[src/rtl/cnt_pkg.sv]
package cnt_pkg;

  localparam int NIB = 4;

  typedef enum logic [1:0] {
    M_HOLD  = 2'd0,
    M_INC   = 2'd1,
    M_LOAD  = 2'd2,
    M_CLEAR = 2'd3
  } mode_e;

  // Priority: clear, then load, then count, else hold.
  function automatic mode_e pick_mode(input logic clr_n, input logic load_n,
                                      input logic enp, input logic ent);
    if (!clr_n)            return M_CLEAR;
    else if (!load_n)      return M_LOAD;
    else if (enp && ent)   return M_INC;
    else                   return M_HOLD;
  endfunction

  function automatic logic [NIB-1:0] step(input mode_e m,
                                          input logic [NIB-1:0] cur,
                                          input logic [NIB-1:0] din);
    case (m)
      M_CLEAR: return '0;
      M_LOAD:  return din;
      M_INC:   return cur + 1'b1;
      default: return cur;
    endcase
  endfunction

  function automatic logic at_terminal(input logic [NIB-1:0] v);
    return &v;
  endfunction

endpackage

[src/rtl/cnt_ctrl.sv]
module cnt_ctrl
  import cnt_pkg::*;
(
  input  logic  clr_n,
  input  logic  load_n,
  input  logic  enp,
  input  logic  ent,
  output mode_e mode
);

  always_comb mode = pick_mode(clr_n, load_n, enp, ent);

endmodule

[src/rtl/cnt_stage.sv]
module cnt_stage
  import cnt_pkg::*;
(
  input  logic           clk,
  input  logic           clr_n,
  input  logic           load_n,
  input  logic           enp,
  input  logic           ent,
  input  logic [NIB-1:0] din,
  output logic [NIB-1:0] q,
  output logic           carry
);

  mode_e          mode;
  logic [NIB-1:0] q_r;
  logic           term_hit;

  cnt_ctrl u_ctrl (
    .clr_n  (clr_n),
    .load_n (load_n),
    .enp    (enp),
    .ent    (ent),
    .mode   (mode)
  );

  always_ff @(posedge clk) q_r <= step(mode, q_r, din);

  // Terminal value seen, exposed for the carry and its checks.
  assign term_hit = at_terminal(q_r);
  assign carry    = term_hit & ent;
  assign q        = q_r;

  // clear wins over everything.
  a_r2_clear: assert property (@(posedge clk) disable iff ($isunknown(q_r))
    !clr_n |=> q_r == '0);
  // load wins over counting.
  a_r3_load: assert property (@(posedge clk) disable iff ($isunknown(q_r))
    (clr_n && !load_n) |=> q_r == $past(din));
  // count only when both enables are high.
  a_r4_count: assert property (@(posedge clk) disable iff ($isunknown(q_r))
    (clr_n && load_n && enp && ent) |=> q_r == $past(q_r) + 1'b1);
  a_r4_hold: assert property (@(posedge clk) disable iff ($isunknown(q_r))
    (clr_n && load_n && !(enp && ent)) |=> $stable(q_r));
  // carry only at fifteen with trickle enable.
  a_r5_carry: assert property (@(posedge clk) disable iff ($isunknown(q_r))
    carry |-> (ent && q_r == 4'hF));

endmodule

[src/rtl/cnt_chain.sv]
module cnt_chain
  import cnt_pkg::*;
#(
  parameter int STAGES = 2,
  localparam int W = NIB * STAGES
) (
  input  logic              clk,
  input  logic              clr_n,
  input  logic              load_n,
  input  logic              enp,
  input  logic              ent,
  input  logic [W-1:0]      din,
  output logic [W-1:0]      q,
  output logic [STAGES-1:0] stage_carry,
  output logic              carry_out
);

  logic [STAGES-1:0] trickle;

  for (genvar i = 0; i < STAGES; i++) begin : g_stage
    if (i == 0) begin : g_first
      assign trickle[i] = ent;
    end else begin : g_next
      assign trickle[i] = stage_carry[i-1];
    end

    cnt_stage u_stage (
      .clk    (clk),
      .clr_n  (clr_n),
      .load_n (load_n),
      .enp    (enp),
      .ent    (trickle[i]),
      .din    (din[NIB*i +: NIB]),
      .q      (q[NIB*i +: NIB]),
      .carry  (stage_carry[i])
    );
  end

  assign carry_out = stage_carry[STAGES-1];

  // the chain as a whole counts in binary.
  a_r6_chain_inc: assert property (@(posedge clk) disable iff ($isunknown(q))
    (clr_n && load_n && enp && ent) |=> q == $past(q) + 1'b1);
  a_r6_carry_top: assert property (@(posedge clk) disable iff ($isunknown(q))
    carry_out |-> (&q && ent));

endmodule

[config.mk]
export PLATFORM = sky130hd
export DESIGN_NAME = cnt_chain
export DESIGN_NICKNAME = d
export VERILOG_FILES = /design/src/rtl/cnt_pkg.sv /design/src/rtl/cnt_ctrl.sv /design/src/rtl/cnt_stage.sv /design/src/rtl/cnt_chain.sv
export SDC_FILE = /design/constraint.sdc
export NUM_CORES = 1
export LEC_CHECK = 0
export ABC_CLOCK_PERIOD_IN_PS = 2680
export BUFFER_PORTS_ARGS = -buffer_cell sky130_fd_sc_hd__buf_4
export CAP_MARGIN = 15
export CORE_AREA = 2 2 39 41
export DETAILED_ROUTE_END_ITERATION = 8
export DIE_AREA = 0 0 41 43
export PLACE_DENSITY_LB_ADDON = 0.05
export SYNTH_ARGS = -nofsm -noshare
export SYNTH_HDL_FRONTEND = slang
export SYNTH_HIERARCHICAL = 1
export SYNTH_SLANG_ARGS = --single-unit
[constraint.sdc]
create_clock -name clk -period 2.68 [get_ports clk]
set_input_delay 0.268 -clock clk [delete_from_list [all_inputs] [get_ports clk]]
set_output_delay 0.268 -clock clk [all_outputs]
set_load 0.01 [all_outputs]
==> results.py <==
metrics = {
    "synthesis": {
        "ys_types": 15,
        "syn_inst": 57,
        "syn_avg_cell_area_um2": 10.27,
        "synth_area_leaders": "edfxtp_1 41%, ha_1 17%, nand3_1 5.1%",
        "yosys.area.top_type": "edfxtp_1",
        "syn_nets": 78,
        "yosys.area.top_type_share_pct": 41.03,
        "seq_area_frac_synth_pct": 41.03,
        "synth_area_um2": 585.6,
        "ys_ff_latch": 8,
        "yosys_warnings": 6,
    },
    "critical_path": {
        "setup.worst_path.start_class": "flip-flop",
        "endpoint_kind": "flip-flop",
        "cpPeakStageDelay_ns": 0.41,
        "r2r_end": "g_stage[1].u_stage/q[3]",
        "cp_cell_sequence": "ha_1 -> and4_2 -> nand3_1 -> nand2_1 -> inv_1 -> ha_1 -> nand4_1 -> o211ai_1",
        "worst-path-buf-inv": 1,
        "cpMostUsedCell": "ha_1",
        "crit_required_ns": 2.68,
        "path_max_fanout": 6,
        "reg2regPathDepth": 8,
        "r2r_start": "g_stage[0].u_stage/q[0]",
        "crit_slowest_cell": "edfxtp_1",
        "critPathLaunch": "g_stage[0].u_stage/q[0]",
        "endpoint": "g_stage[1].u_stage/q[3]",
        "path_depth": 8,
        "cp.arrival_ns": 1.87,
        "crit_family": "adder cells",
        "rrSetupSlack_ns": 0.81,
        "critPathKind": "reg2reg",
    },
    "global_routing": {
        "grt_use_total_pct": 16.97,
        "grt_pass1_wl_um": 2021,
        "grt_max_degree": 7,
        "antenna_found_initial": 0,
        "grt_pass1_vias": 473,
        "overflow": 0,
    },
    "detailed_routing": {
        "wirelength_um": 1268,
        "avgViaCountPerCell": 5.204,
        "post-route-drc-count": 0,
        "avgRoutedWirePerCell_um": 12.94,
        "vias": 510,
        "antenna_left": 0,
        "drt_pre_antenna_iters": 4,
        "drtIter0Drc": 6,
    },
    "power": {
        "swShare_pct": 26.37,
        "clockPowerShare_pct": 28.2,
        "intPower_mw": 0.2431,
        "leakagePower_nw": 0.3868,
        "p_per_area_nw_per_um2": 416.2,
        "p_sw_mw": 0.08706,
        "combPwrFrac_pct": 23.0,
        "vdd_drop_max_mv": 0.3051,
        "pwr-share-seq_pct": 48.8,
    },
    "timing": {
        "slew_headroom_pct": 87.89,
        "min_period_ns": 1.867,
        "finalMaxSlewViolations": 0,
        "fin_tns_setup_ns": 0,
        "timing.fmax_mhz": 535.6,
        "tightest_slew_ns": 0.1800,
        "fin_crit_sh_pct": 69.66,
        "rsz0062_at_grt": "false",
        "hold_viol_final": 0,
        "fin_worst_skew_ns": 0.001546,
        "setup_viol": 0,
    },
    "floorplanning": {
        "die_h_um": 43,
        "rows": 14,
        "io_pins": 24,
        "start_util_pct": 42.31,
        "die_area_um2": 1763,
        "core_um2": 1384,
        "die_w_um": 41,
    },
    "cts": {
        "cts_tree": "done",
        "cts-hold-fix-buffers": 0,
        "clk_pin_slew_worst_paths_ns": 0.06,
        "insertion_delay_ns": 0.25,
        "ctsResizeCount": 0,
        "cts_setup_buffers": 0,
        "htreeDepth": 1,
        "cts.sink_count": 8,
        "cts_made_buffers": 3,
        "clockBufferDepth": 2,
        "cts-root-buf": "clkbuf_4",
    },
    "finish": {
        "mostFrequentLayoutCell": "buf_4",
        "utilization_pct": 57.32,
        "stdcell_area_um2": 793.3,
        "final_cell_mix": "23 x buf_4, 8 x ha_1, 8 x edfxtp_1",
        "largest_register_ffs": 8,
        "diodes": 0,
        "nets": 105,
        "layout-drive-gt1-share_pct": 34.15,
        "areaGrowthSynthToFinish_pct": 35.47,
    },
    "placement": {
        "dp_hpwl_um": 1027,
        "gp_congestion": 0.6430,
        "portBuffers": 23,
        "place_area_um2": 770.7,
    },
    "min_path": {
        "hold_class": "in2reg",
    },
    "run": {
        "drv_cap": 0,
    },
    "run_status": {
        "outcome": "finished, final reports clean",
    },
}
## final cells by class
| cell class | count | area (µm²) |
|---|---|---|
| clock buffers | 3 | 22.52 |
| fillers | 133 | 590.6 |
| inverters | 6 | 22.52 |
| multi-input cells | 42 | 315.3 |
| flip-flops and latches | 8 | 240.2 |
| well taps | 16 | 20.02 |
| repair buffers | 23 | 172.7 |
## metal layers
| layer | track usage, % | up-vias | wire (µm) |
|---|---|---|---|
| li1 | - | 257 | - |
| met1 | 18.39 | 232 | 517 |
| met2 | 30.31 | 21 | 662 |
| met3 | 6.283 | 0 | 87 |
| met4 | 2.000 | 0 | 0 |
| met5 | 0 | - | 0 |
## through the flow
step | hold slack [ns] | power, mW | cells | worst slack, ns
after floorplan | 0.5071 | 0.1995 | 57 | 0.8608
after global placement | 0.5998 | 0.2398 | 95 | 0.8652
after detailed placement | 0.6050 | 0.2396 | 95 | 0.8047
after CTS | 0.3373 | 0.3349 | 98 | 0.7939
after global routing | 0.3461 | 0.3495 | 98 | 0.6962
final | 0.3413 | 0.3302 | 98 | 0.8131
## synthesized netlist by cell type
cell	instances
o211ai_1	2
ha_1	8
edfxtp_1	8
nand2b_1	2
nand3b_1	2
a21boi_0	2
nand2_1	6
nand3_1	6
buf_4	1
nand4_1	2
nor2b_1	4
inv_1	6
and4_2	2
a22oi_1	4
xor2_1	2
## worst register-to-register path, stage by stage (launching register included)
cell and delay (ns):
edfxtp_1 0.41, ha_1 0.20, and4_2 0.23, nand3_1 0.07
nand2_1 0.09, inv_1 0.06, ha_1 0.36, nand4_1 0.11
o211ai_1 0.08
## cell families after synthesis
kind of cell	count (synthesis)	share of synthesized area [%]
AOI/OAI and AO/OA	8	10.26
xor gates and xnor gates	2	2.992
adders and majority gates	8	17.09
buffers and inverters	7	5.128
DFF	8	41.03
and+or+nand+nor	24	23.50
## power groups by stage
stage	Combinational (mW)	Clock [mW]	Sequential [mW]
3_3_place_gp	0.0764	0	0.163
3_5_place_dp	0.0761	0	0.163
5_1_grt	0.0849	0.102	0.163
4_1_cts	0.0771	0.0967	0.161
2_1_floorplan	0.0333	0	0.166
6_report	0.0758	0.0931	0.161
## worst min-delay path by stage
stage                     startpoint                 endpoint  slack, ns  cells after the start
after global placement        din[7]  g_stage[1].u_stage/q[3]       0.60                      3
after global routing          din[7]  g_stage[1].u_stage/q[3]       0.35                      3
after detailed placement      din[7]  g_stage[1].u_stage/q[3]       0.61                      3
after CTS                     din[7]  g_stage[1].u_stage/q[3]       0.34                      3
final                         din[7]  g_stage[1].u_stage/q[3]       0.34                      3
after floorplan               din[7]  g_stage[1].u_stage/q[3]       0.51                      2
Note: power is estimated with default switching activity, not from simulation.
